## config.mk

```make
export PLATFORM = sky130hd
export DESIGN_NAME = seg_cache
export DESIGN_NICKNAME = d
export VERILOG_FILES = /design/src/rtl/seg_cache_pkg.sv /design/src/rtl/seg_cache_ctrl.sv /design/src/rtl/seg_cache_dp.sv /design/src/rtl/seg_cache.sv
export SDC_FILE = /design/constraint.sdc
export NUM_CORES = 1
export LEC_CHECK = 0
export BUFFER_PORTS_ARGS = -buffer_cell sky130_fd_sc_hd__buf_2
export CAP_MARGIN = 20
export CORE_UTILIZATION = 50
export DETAILED_ROUTE_END_ITERATION = 7
export HOLD_SLACK_MARGIN = 0.08
export PLACE_DENSITY = 0.72
export SLEW_MARGIN = 20
export SYNTH_ARGS = -nofsm -noshare
export SYNTH_HDL_FRONTEND = slang
export SYNTH_SLANG_ARGS = --single-unit
```

## constraint.sdc

```tcl
create_clock -name clk -period 4.6 [get_ports clk]
set_input_delay 0.23 -clock clk [delete_from_list [all_inputs] [get_ports clk]]
set_output_delay 0.23 -clock clk [all_outputs]
set_load 0.05 [all_outputs]
```

## src/rtl/seg_cache_pkg.sv

```systemverilog
package seg_cache_pkg;

  typedef struct packed {
    logic realLoad;
    logic latchReq;
    logic captureLo;
    logic commit;
  } ctrlStrobes_t;

  typedef struct packed {
    logic [31:0] base;
    logic [19:0] limit;
    logic [3:0]  flags;
    logic [7:0]  access;
  } hiddenDesc_t;

  localparam logic [7:0] REAL_ACCESS = 8'h93;

  function automatic hiddenDesc_t realModeDesc(input logic [15:0] sel);
    hiddenDesc_t d;
    d.base   = {12'h000, sel, 4'h0};
    d.limit  = 20'h0FFFF;
    d.flags  = 4'h0;
    d.access = REAL_ACCESS;
    return d;
  endfunction

  function automatic hiddenDesc_t unpackDesc(input logic [31:0] lo, input logic [31:0] hi);
    hiddenDesc_t d;
    d.base   = {hi[31:24], hi[7:0], lo[31:16]};
    d.limit  = {hi[19:16], lo[15:0]};
    d.flags  = hi[23:20];
    d.access = hi[15:8];
    return d;
  endfunction

endpackage

```

## src/rtl/seg_cache_ctrl.sv

```systemverilog
module seg_cache_ctrl
  import seg_cache_pkg::*;
(
  input  logic          clk,
  input  logic          rstN,
  input  logic          protMode,
  input  logic          ldValid,
  input  logic [15:2]   ldSelHi,
  input  logic [15:0]   tableLimit,
  output logic          busy,
  output logic          ldErr,
  output logic          memRdEn,
  output logic          hiPhase,
  output ctrlStrobes_t  strb
);

  typedef enum logic [1:0] {S_IDLE, S_REQ_LO, S_REQ_HI, S_WAIT_HI} fetchState_t;

  fetchState_t state, stateNext;
  logic        accept;
  logic        selBad;
  logic [15:0] lastByte;

  assign lastByte = {ldSelHi[15:3], 3'b111};
  assign selBad   = (ldSelHi[15:3] == 13'd0) || ldSelHi[2] || (lastByte > tableLimit);
  assign accept   = ldValid && (state == S_IDLE);

  always_comb begin
    stateNext      = state;
    strb           = '0;
    strb.realLoad  = accept && !protMode;
    strb.latchReq  = accept && protMode && !selBad;
    strb.captureLo = (state == S_REQ_HI);
    strb.commit    = (state == S_WAIT_HI);
    case (state)
      S_IDLE:    if (strb.latchReq) stateNext = S_REQ_LO;
      S_REQ_LO:  stateNext = S_REQ_HI;
      S_REQ_HI:  stateNext = S_WAIT_HI;
      S_WAIT_HI: stateNext = S_IDLE;
      default:   stateNext = S_IDLE;
    endcase
  end

  always_ff @(posedge clk) begin
    if (!rstN) begin
      state <= S_IDLE;
      ldErr <= 1'b0;
    end else begin
      state <= stateNext;
      ldErr <= accept && protMode && selBad;
    end
  end

  assign busy    = (state != S_IDLE);
  assign memRdEn = (state == S_REQ_LO) || (state == S_REQ_HI);
  assign hiPhase = (state == S_REQ_HI);

endmodule

```

## src/rtl/seg_cache_dp.sv

```systemverilog
module seg_cache_dp
  import seg_cache_pkg::*;
#(
  parameter int NUM_SEGS        = 4,
  parameter bit FULL_TABLE_BASE = 1'b0,
  localparam int SEG_W = (NUM_SEGS > 1) ? $clog2(NUM_SEGS) : 1
) (
  input  logic               clk,
  input  logic               rstN,
  input  ctrlStrobes_t       strb,
  input  logic [SEG_W-1:0]   ldSeg,
  input  logic [15:0]        ldSel,
  input  logic [31:0]        tableBase,
  input  logic               hiPhase,
  output logic [31:0]        memAddr,
  input  logic [31:0]        memRdData,
  input  logic [SEG_W-1:0]   xlSeg,
  input  logic [31:0]        xlOff,
  output logic [31:0]        xlAddr,
  output logic               xlViol,
  output logic [15:0]        xlSel,
  output logic [7:0]         xlAttr,
  output logic [3:0]         xlFlags
);

  localparam logic [31:0] BASE_MASK = FULL_TABLE_BASE ? 32'hFFFF_FFFF : 32'h00FF_FFFF;

  logic [SEG_W-1:0] pendSeg;
  logic [15:0]      pendSel;
  logic [31:0]      loWord;
  logic [31:0]      descAddr;
  hiddenDesc_t      fetched;
  hiddenDesc_t      descArr [NUM_SEGS];
  logic [15:0]      selArr  [NUM_SEGS];

  // pending request: segment, selector, first dword
  always_ff @(posedge clk) begin
    if (!rstN) begin
      pendSeg <= '0;
      pendSel <= '0;
      loWord  <= '0;
    end else begin
      if (strb.latchReq) begin
        pendSeg <= ldSeg;
        pendSel <= ldSel;
      end
      if (strb.captureLo) loWord <= memRdData;
    end
  end

  assign descAddr = (tableBase & BASE_MASK) + {16'h0000, pendSel[15:3], 3'b000};
  assign memAddr  = descAddr + (hiPhase ? 32'd4 : 32'd0);
  assign fetched  = unpackDesc(loWord, memRdData);

  // one register slot per segment
  for (genvar g = 0; g < NUM_SEGS; g++) begin : gSeg
    logic realHit, commitHit;
    assign realHit   = strb.realLoad && (ldSeg == SEG_W'(g));
    assign commitHit = strb.commit && (pendSeg == SEG_W'(g));
    always_ff @(posedge clk) begin
      if (!rstN) begin
        selArr[g]  <= 16'h0000;
        descArr[g] <= realModeDesc(16'h0000);
      end else if (realHit) begin
        selArr[g]  <= ldSel;
        descArr[g] <= realModeDesc(ldSel);
      end else if (commitHit) begin
        selArr[g]  <= pendSel;
        descArr[g] <= fetched;
      end
    end
  end

  // translation
  hiddenDesc_t xlDesc;
  logic [31:0] effLimit;

  assign xlDesc   = descArr[xlSeg];
  assign effLimit = xlDesc.flags[3] ? {xlDesc.limit, 12'hFFF} : {12'h000, xlDesc.limit};
  assign xlAddr   = xlDesc.base + xlOff;
  assign xlViol   = xlOff > effLimit;
  assign xlSel    = selArr[xlSeg];
  assign xlAttr   = xlDesc.access;
  assign xlFlags  = xlDesc.flags;

endmodule

```

## src/rtl/seg_cache.sv

```systemverilog
module seg_cache
  import seg_cache_pkg::*;
#(
  parameter int NUM_SEGS        = 4,
  parameter bit FULL_TABLE_BASE = 1'b0,
  localparam int SEG_W = (NUM_SEGS > 1) ? $clog2(NUM_SEGS) : 1
) (
  input  logic             clk,
  input  logic             rstN,
  input  logic             protMode,
  input  logic [31:0]      tableBase,
  input  logic [15:0]      tableLimit,
  input  logic             ldValid,
  input  logic [SEG_W-1:0] ldSeg,
  input  logic [15:0]      ldSel,
  output logic             busy,
  output logic             ldErr,
  output logic             memRdEn,
  output logic [31:0]      memAddr,
  input  logic [31:0]      memRdData,
  input  logic [SEG_W-1:0] xlSeg,
  input  logic [31:0]      xlOff,
  output logic [31:0]      xlAddr,
  output logic             xlViol,
  output logic [15:0]      xlSel,
  output logic [7:0]       xlAttr,
  output logic [3:0]       xlFlags
);

  ctrlStrobes_t strb;
  logic         hiPhase;

  seg_cache_ctrl u_ctrl (
    .clk(clk), .rstN(rstN), .protMode(protMode), .ldValid(ldValid),
    .ldSelHi(ldSel[15:2]), .tableLimit(tableLimit), .busy(busy),
    .ldErr(ldErr), .memRdEn(memRdEn), .hiPhase(hiPhase), .strb(strb)
  );

  seg_cache_dp #(.NUM_SEGS(NUM_SEGS), .FULL_TABLE_BASE(FULL_TABLE_BASE)) u_dp (
    .clk(clk), .rstN(rstN), .strb(strb), .ldSeg(ldSeg), .ldSel(ldSel),
    .tableBase(tableBase), .hiPhase(hiPhase), .memAddr(memAddr),
    .memRdData(memRdData), .xlSeg(xlSeg), .xlOff(xlOff), .xlAddr(xlAddr),
    .xlViol(xlViol), .xlSel(xlSel), .xlAttr(xlAttr), .xlFlags(xlFlags)
  );

endmodule

```

# --- After elaboration in Yosys (flattened, before gate mapping) ---
# Memories as Yosys holds them, arrays and structs flattened.
# Index checks and enable logic that the tools add are counted.
word_totals:
  regBits: 53
  latchBits: 0
  ramBits: 320
  mem_bits_ro: 0
  n_memories: 2
classes:
  add_sub_neg: 3
  multipliers: 0
  div: 0
  n_lt_le_gt_ge: 2
  n_eq_ne: 10
  shift: 0
  muxes: 49
  bitwise: 16
  reduce_logical: 23
memory_table:
  columns: ["name", "words", "word_bits", "read_ports", "rd_ports_with_merged_regs", "wr", "line_no", "rtl"]
  rows:
  - ["u_dp.descArr", 4, 64, 1, 0, 4, "seg_cache_dp.sv:33", "hiddenDesc_t descArr [NUM_SEGS];"]
  - ["u_dp.selArr", 4, 16, 1, 0, 4, "seg_cache_dp.sv:34", "logic [15:0] selArr [NUM_SEGS];"]
op_table:
  columns: ["cell", "count"]
  rows:
  - ["$mux W64", 8]
  - ["$mux W16", 8]
  - ["$add A32 B32 Y32", 2]
  - ["$gt A32 B32 Y1", 1]
  - ["$mux W32", 1]
  - ["$mux W1", 29]
  - ["$add A24 B16 Y25", 1]
  - ["$gt A16 B16 Y1", 1]
  - ["$or A1 B1 Y1", 16]
  - ["$logic_and A1 B1 Y1", 13]
  - ["$logic_not A13 Y1", 1]
  - ["$eq A2 B2 Y1 const B", 6]
  - ["$pmux W2 S4", 1]
  - ["$eq A2 B1 Y1 const B", 3]
  - ["$logic_not A2 Y1", 3]
  - ["$logic_or A1 B1 Y1", 3]
  - ["$mux W3", 1]
  - ["$logic_not A1 Y1", 2]
  - ["$mux W2", 1]
  - ["$ne A2 B2 Y1 const B", 1]
  - ["$reduce_bool A2 Y1", 1]

# --- Longest topological paths before layout ---
# Gate-level depths: netlist (run 1).
depth:
  word_depth: 9
  depth_mapped: 16
  mapped_depth_nobuf: 13

# --- Modules after synthesis ---
# Synthesis (run 1) repeated with hierarchy kept, for this count alone.
hier_totals:
  hier_cells: 1518
  hier_area_um2: 20007.9
by_module_without_submodules:
  columns: ["mod", "instances", "cells_each", "area_each_um2", "seq_area_each_um2"]
  rows:
  - ["seg_cache_dp", 1, 1440, 19417.4, 10610.2]
  - ["seg_cache_ctrl", 1, 78, 590.6, 60.1]

# --- Least setup slack after synthesis (run 1) ---
# Ideal clock, no wire load.
synth_path:
  path_type: "register to register"
  start: "register u_ctrl.state[1]"
  end: "memory u_dp.descArr[1][0] (netlist bit) (enable)"
  arrival_ns: 4.457
  t_required_ns: 4.061
  slack_ns: -0.396
  stages_incl_launch_ff: 4
  path_buffers: 0
  cell_sequence: "dfxtp_1 ha_1 nand2_1 o211ai_1"
synth_rtl:
  columns: ["item", "line_no", "rtl"]
  rows:
  - ["start: declaration", "seg_cache_ctrl.sv:19", "fetchState_t state, stateNext;"]
  - ["start signal: assignment", "seg_cache_ctrl.sv:49", "state <= stateNext;"]
  - ["end: declaration", "seg_cache_dp.sv:33", null]

# --- Worst setup path in the final report (run 1) ---
layout_path:
  start: "memory u_dp.descArr[3][36] (netlist bit)"
  end: "output port xlAddr[25]"
layout_between:
  elab_chain_cells: 2
layout_lines:
  columns: ["item", "line_no", "rtl"]
  rows:
  - ["$mem_v2 Z4 W64", null, null]
  - ["$add A32 B32 Y32", "seg_cache_dp.sv:80", "assign xlAddr = xlDesc.base + xlOff;"]
  - ["end: declaration", "seg_cache.sv:23", "output logic [31:0] xlAddr,"]
# No other way between the ends.

==> results of run 1 <==
==> per-stage QoR <==
step	std cells	power [mW]
2_1_floorplan	1655	5.34
3_3_place_gp	2305	5.81
3_5_place_dp	2305	5.84
4_1_cts	2410	8.76
5_1_grt	2411	9.04
6_report	2411	8.73
==> path summary, 6_finish.rpt <==
check,endpoint,cells after the start,slack (ps)
worst min register to register,u_ctrl.state[0],2,500
worst max-delay path,xlAddr[25],13,240
worst min-delay path,u_dp.pendSel[1],3,110
worst max register to register,u_dp.selArr[0][6],6,1600
==> state kept, by name, indices dropped and copies added, names as in the netlist <==
| signal | flops |
|---|---|
| u_dp.pendSel | 16 |
| u_ctrl.state | 2 |
| u_ctrl.ldErr | 1 |
| u_dp.selArr | 64 |
| u_dp.loWord | 32 |
| u_dp.descArr | 256 |
| u_dp.pendSeg | 2 |
==> cell type report <==
cell class	instances	area, um^2
clock buffer	60	1090
inverter	37	139
tap	525	657
antenna	1	2.50
sequential	373	10700
multi-input combinational	1130	9250
fill	3256	16400
timing repair buffer	276	1730
clock inverter	9	78.8
==> report_power, final <==
part | switching, mW | total (mW) | internal [mW] | leakage (nW)
Clock | 1.22 | 2.92 | 1.70 | 0.570
Combinational | 1.28 | 1.88 | 0.604 | 4.89
Sequential | 0.0827 | 3.93 | 3.84 | 3.47
Total | 2.58 | 8.73 | 6.14 | 8.93
==> metal layers <==
| metal | track usage, % | share of wire (%) |
|---|---|---|
| met1 | 35.4 | 43 |
| met2 | 41.5 | 46 |
| met3 | 4.67 | 8.4 |
| met4 | 7.62 | 2.5 |
| met5 | 0 | 0 |
==> cells in the final DEF (no fill, tap or decap), types with 8 or more instances in the layout <==
| master | n |
|---|---|
| buf_2 | 209 |
| dlygate4sd3_1 | 36 |
| nor2_1 | 112 |
| o21ai_0 | 29 |
| nand4_1 | 17 |
| a21o_1 | 26 |
| nand2_1 | 101 |
| clkbuf_1 | 17 |
| edfxtp_1 | 320 |
| nand2b_1 | 94 |
| nand3_1 | 18 |
| mux2i_1 | 58 |
| xnor2_1 | 35 |
| dfxtp_1 | 51 |
| nor3_1 | 14 |
| ha_1 | 93 |
| o211ai_1 | 9 |
| clkbuf_16 | 39 |
| buf_4 | 23 |
| xor2_1 | 15 |
| a22o_1 | 96 |
| mux4_2 | 80 |
| a21oi_1 | 77 |
| inv_1 | 36 |
| a211oi_1 | 8 |
| nor4_1 | 9 |
| and3_1 | 9 |
| o21a_1 | 10 |
| and2_1 | 115 |
==> worst max-delay path: stages, from the launching register on <==
cell      delay [ps]
edfxtp_1         440
mux4_2           530
ha_1             360
nand3_1          100
o211ai_1         170
o311ai_2         330
nor2_1           110
o41ai_2          410
a31oi_1          220
buf_4            190
a21o_1           170
a21oi_1          220
xnor2_2          130
clkbuf_4         240
==> what timing repair did <==
item,CTS,global route
hold endpoints to repair,138,0
hold buffers,36,0
setup endpoints to repair,0,2
buffers inserted,0,0
resized for setup,0,2
==> cells by family (layout without fill, tap and decap cells) <==
| logic type | after synthesis | after routing | share of synthesized area (%) |
|---|---|---|---|
| mux | 138 | 138 | 11.7 |
| xor+xnor | 55 | 55 | 2.40 |
| compound gates | 307 | 307 | 11.0 |
| other cells | 1 | 8 | 0.0184 |
| fa+ha+maj | 97 | 97 | 6.02 |
| simple gates | 526 | 526 | 13.6 |
| flops | 373 | 373 | 52.3 |
| buf+inv | 152 | 382 | 3.00 |
==> results.md, run 1 <==
* Status: finished clean
* Hold/Removal Path Class: input port to flop
* WHS at around 110 ps
* Clk_lat worst skew at roughly 520 ps
* Yosys cell types at 76
* Hold Path Origin: ldSel[1]
* Vias in the first global route at roughly 14000
* Unrepaired setup endpoints after global routing: false
* Share of cells above drive strength 1 at between 20% and 30%
* Initial drt markers at about 1200
* Fmax at 229 MHz
* Final ANT Viol Nets at 0
* PD cells at 369 nW/um^2
* Vias at around 14000
* Drt pass-1 iters at 5
* IO Count at approximately 230
* Drt wl/cell at 22.2 um
* Largest net degree at the start of global routing at between 80 and 90
* Worst reg2reg startpoint: u_ctrl.state[0]
* Commonest cells in the netlist: 320 x edfxtp_1, 116 x and2_1, 113 x nor2_1, 103 x nand2_1, 96 x a22o_1
* H-tree depth at 2
* Worst-Margin Slew at between 1000 and 1500 ps
* Gr ovfl total at 0
* Setup TNS at 0 ps
* Worst vdd ir at between 200 and 250 uV
* Drt drc at 0
* Core ar. at 40000 um^2
* Final core area utilization at between 50% and 60%
* Arr. time, crit path at 4130 ps
* Final min period at around 4400 ps
* Fin. max-slew vios at 0
* First-pass GRT wire length at 81500 um
* Sequential share of the synthesized area at a little over half
* Sink Count at about 370
* Top post-synthesis cells by area: edfxtp_1 47%, mux4_2 8.8%, ha_1 5.8%
* Gpl congestion at 0.961
* Critical path class: flop to output pin
* Layout Skew at approximately 16 ps
* Critical Path RT at roughly 4400 ps
* Die Span X at just over 200 um
* Syn. warnings at 0
* Drt total wl at 53600 um
* Final Net Count at ~2100
* Initial Utilization at 51.0%
* Yosys top cell area share at 47.1%
* Initial antenna violation count at 1
* Final worst slack at approximately 240 ps
* Global Route Usage Sum at between 20 and 30%
* Final Instance Area at approximately 24000 um^2
* CTS root buf: clkbuf_16
* Post-synth EDFFs at 320
* Startpoint Class: flop
* Die ar. at roughly 42000 um^2
* Leakage at ~8.9 nW
* Top-count cell post-synth: edfxtp_1
* Die Ht at slightly above 200 um
* Clk pin slew, worst setup/hold paths at 60 ps
* I/O Buffers at 212
* MaxCap Viol Count at 0
* Final-report setup violation count at 0
* Post-Syn Instances at between 1500 and 2000
* FF+latch count, synth at 373
* Yosys top cell by area: edfxtp_1
* Asr flop ratio synth at 0%
* Area Growth Syn to Fin at 15.8%
* TritonCTS Buffers at 39
* Placed instance area at 22100 um^2
* Post-DP HPWL at about 35000 um
* Row count at 73
* Final period util at a little over nine tenths
* Final hold violations at 0
* Main synth FF type: edfxtp_1
* Endpoint class of the critical path: output pin
* Max transition margin at 27.5%
* Syn Area/Cell at between 10 and 15 um^2
* Longest Clk Path Bufs at 3
* Worst setup path startpoint: u_dp.descArr[3][36]
* Pre-CTS setup slack at around 500 ps
* Crit path max fanout at 5
* Post-Syn Area at 20400 um^2
* CTS tree: done
* Drt via density at about 5.9
No activity file was read; power rests on OpenSTA's default activity.
==> run 2: changes to the inputs <==
--- a/config.mk
+++ b/config.mk
@@ -7,10 +7,10 @@
 export LEC_CHECK = 0
 export BUFFER_PORTS_ARGS = -buffer_cell sky130_fd_sc_hd__buf_2
 export CAP_MARGIN = 20
-export CORE_UTILIZATION = 50
+export CORE_UTILIZATION = 54
 export DETAILED_ROUTE_END_ITERATION = 7
 export HOLD_SLACK_MARGIN = 0.08
-export PLACE_DENSITY = 0.72
+export PLACE_DENSITY = 0.76
 export SLEW_MARGIN = 20
 export SYNTH_ARGS = -nofsm -noshare
 export SYNTH_HDL_FRONTEND = slang
==> run 2 against run 1 <==
Compared with the run above: register-to-register slack better by 100 ps; maximum frequency up 0.23%; count of clock-buffer cells in the layout down 14; first-iteration DRC count up 15%; cell area about the same; clock skew down 8.7 ps; critical path type unchanged; critical endpoint is now xlAddr[30]; largest cell class unchanged; largest power group unchanged; highest routed layer is now met5.
==> results.md, run 2 (synthesized netlist as in run 1, its figures left out) <==
* Regs by FF count: u_dp.descArr (256), u_dp.selArr (64), u_dp.loWord (32) (unchanged)
* Drt pass-1 iters at 7 (was 5)
* Area Growth Syn to Fin at 15.8% (about the same)
* Final period util at 94.5% (was 94.8%)
* Final-report setup violation count at 0 (unchanged)
* Area of the multi-input gates at 9240 um^2 (was 9250 um^2)
* Final min period at 4350 ps (was 4360 ps)
* Initial antenna violation count at 4 (was 1)
* CTS root buf: clkbuf_16 (unchanged)
* Final worst slack at 251 ps (was 241 ps)
* Hold/Removal Path Class: input port to flop (unchanged)
* Largest net degree at the start of global routing at 75 (was 81)
* Sink Count at 373 (unchanged)
* Fmax at 230 MHz (was 229 MHz)
* Initial drt markers at 1333 (was 1164)
* Final core area utilization at 64.1% (was 59.1%)
* Unrepaired setup endpoints after global routing: false (unchanged)
* Most frequent cells in the layout: 320 x edfxtp_1, 210 x buf_2, 115 x and2_1 (was 320 x edfxtp_1, 209 x buf_2, 115 x and2_1)
* Clk pin slew, worst setup/hold paths at 60 ps (about the same)
* Pre-CTS setup slack at 434 ps (was 501 ps)
* Vias at 14495 (was 14333)
* Global Route Usage Sum at 27.7% (was 25.7%)
* Longest Clk Path Bufs at 3 (unchanged)
* TritonCTS Buffers at 37 (was 39)
* Final Instance Count excl. Fillers at 2392 (was 2411)
* Vias in the first global route at 14506 (was 14266)
* Sequential power share at 44.8% (was 45.0%)
* MaxCap Viol Count at 0 (unchanged)
* Clk_lat worst skew at 520 ps (about the same)
* Die ar. at 38600 um^2 (was 41600 um^2)
* I/O Buffers at 212 (unchanged)
* Leakage at 8.95 nW (was 8.93 nW)
* Clock network power share at 33.7% (was 33.4%)
* H-tree depth at 2 (unchanged)
* Combinational Power Share at 21.5% (was 21.6%)
* Max transition margin at 27.5% (about the same)
* IO Count at 232 (unchanged)
* Initial Utilization at 55.3% (was 51.0%)
* Switching Fraction at 29.9% (was 29.6%)
* Drt total wl at 53200 um (was 53600 um)
* Critical path class: flop to output pin (unchanged)
* Total net switching power at 2.62 mW (was 2.58 mW)
* Endpoint class of the critical path: output pin (unchanged)
* Final Net Count at 2090 (unchanged)
* Final hold violations at 0 (unchanged)
* Die Ht at 196 um (was 204 um)
* Number of flip-flops in the largest register at 256 (unchanged)
* Drt drc at 0 (unchanged)
* Status: finished clean (unchanged)
* Arr. time, crit path at 4120 ps (was 4130 ps)
* Filler cells at 2827 (was 3256)
* Layout Skew at 7.72 ps (was 16.4 ps)
* Worst-Margin Slew at 1090 ps (about the same)
* Post-DP HPWL at 35700 um (was 34800 um)
* Critical Path RT at 4370 ps (about the same)
* Fin. max-slew vios at 0 (unchanged)
* Core ar. at 36900 um^2 (was 40000 um^2)
* PD cells at 371 nW/um^2 (was 369 nW/um^2)
* Share of cells above drive strength 1 at 22.4% (was 22.2%)
* Drt wl/cell at 22.2 um (about the same)
* Total power at 8.76 mW (was 8.73 mW)
* Row count at 70 (was 73)
* Gpl congestion at 0.944 (was 0.961)
* Resize count post-CTS at 0 (unchanged)
* Cells after DPL at 2287 (was 2305)
* Most common cell after layout, fill and taps aside: edfxtp_1 (unchanged)
* Worst vdd ir at 233 uV (was 215 uV)
* Crit path max fanout at 4 (was 5)
* Die Span X at 196 um (was 204 um)
* First-pass GRT wire length at 81600 um (was 81500 um)
* Register Area at 10700 um^2 (unchanged)
* Gr ovfl total at 0 (unchanged)
* Startpoint Class: flop (unchanged)
* CTS tree: done (unchanged)
* Top reg by flops: u_dp.descArr (unchanged)
* Cell-internal power at 6.14 mW (about the same)
* Drt via density at 6.06 (was 5.94)
* Final ANT Viol Nets at 0 (unchanged)
run 2: changes by cell type in the layout (fill, tap and decap cells not counted), sizes merged:
cell	change
diode	+1
clkbuf	-15
dlygate4sd3	-1
clkinv	+11
clkinvlp	+1
bufinv	+1
buf	+4
run 2: final timing paths:
| kind | to | cells after the start | from | slack, ps |
|---|---|---|---|---|
| min reg2reg | u_ctrl.state[0] | 2 | u_ctrl.state[0] | 510 |
| min | u_dp.loWord[6] | 3 | memRdData[6] | 80 |
| max reg2reg | u_dp.selArr[2][9] | 10 | u_ctrl.state[0] | 1700 |
| max | xlAddr[30] | 14 | u_dp.descArr[0][32] | 250 |
run 2: layout make-up:
class | count | area share (%)
flip-flops and latches | 373 | 45.2
multi-input cells | 1130 | 39.1
repair buffers | 278 | 7.40
clock buffers | 46 | 4.33
well taps | 504 | 2.67
clock inverters | 22 | 0.688
inverters | 37 | 0.588
diodes | 2 | 0.0212
run 2: routing by layer:
layer	global-route usage, %	routed length [um]	vias to the layer above
met2	45.3	25300	667
met1	37.1	21800	7126
met3	4.74	4330	106
li1	-	-	6592
met4	10.6	1720	4
met5	0	28	-
run 2: power groups by stage:
stage	sequential [mW]	combinational, mW	clock [mW]
after detailed placement	4.00	1.85	0
after global placement	3.98	1.82	0
after CTS	3.93	1.88	2.98
final	3.93	1.88	2.96
after floorplan	3.99	1.36	0
after global routing	3.94	2.00	3.12
run 2: what timing repair did:
action                                  CTS  global route
hold endpoints to repair                142             0
endpoints found under the setup margin    0             0
hold buffers                             35             0
buffers inserted                          0             0
run 2: worst max-delay path, stage by stage (launching register included):
cell	delay, ps
edfxtp_1	390
mux4_2	460
ha_1	220
inv_1	80
fa_1	210
nor2b_1	80
o31a_1	310
o211a_1	280
o31ai_2	250
a41oi_2	230
o21ai_1	310
a21oi_1	160
nor4_1	200
a311o_1	160
buf_2	260
run 2: through the flow:
stage	hold slack [ps]	area, um^2	setup TNS, ps
finish	79.9	23600	0
global route	85.2	23600	0
CTS	80.8	23600	0
detailed placement	460	22100	0
global placement	460	22100	0
floorplan	364	20500	-52510
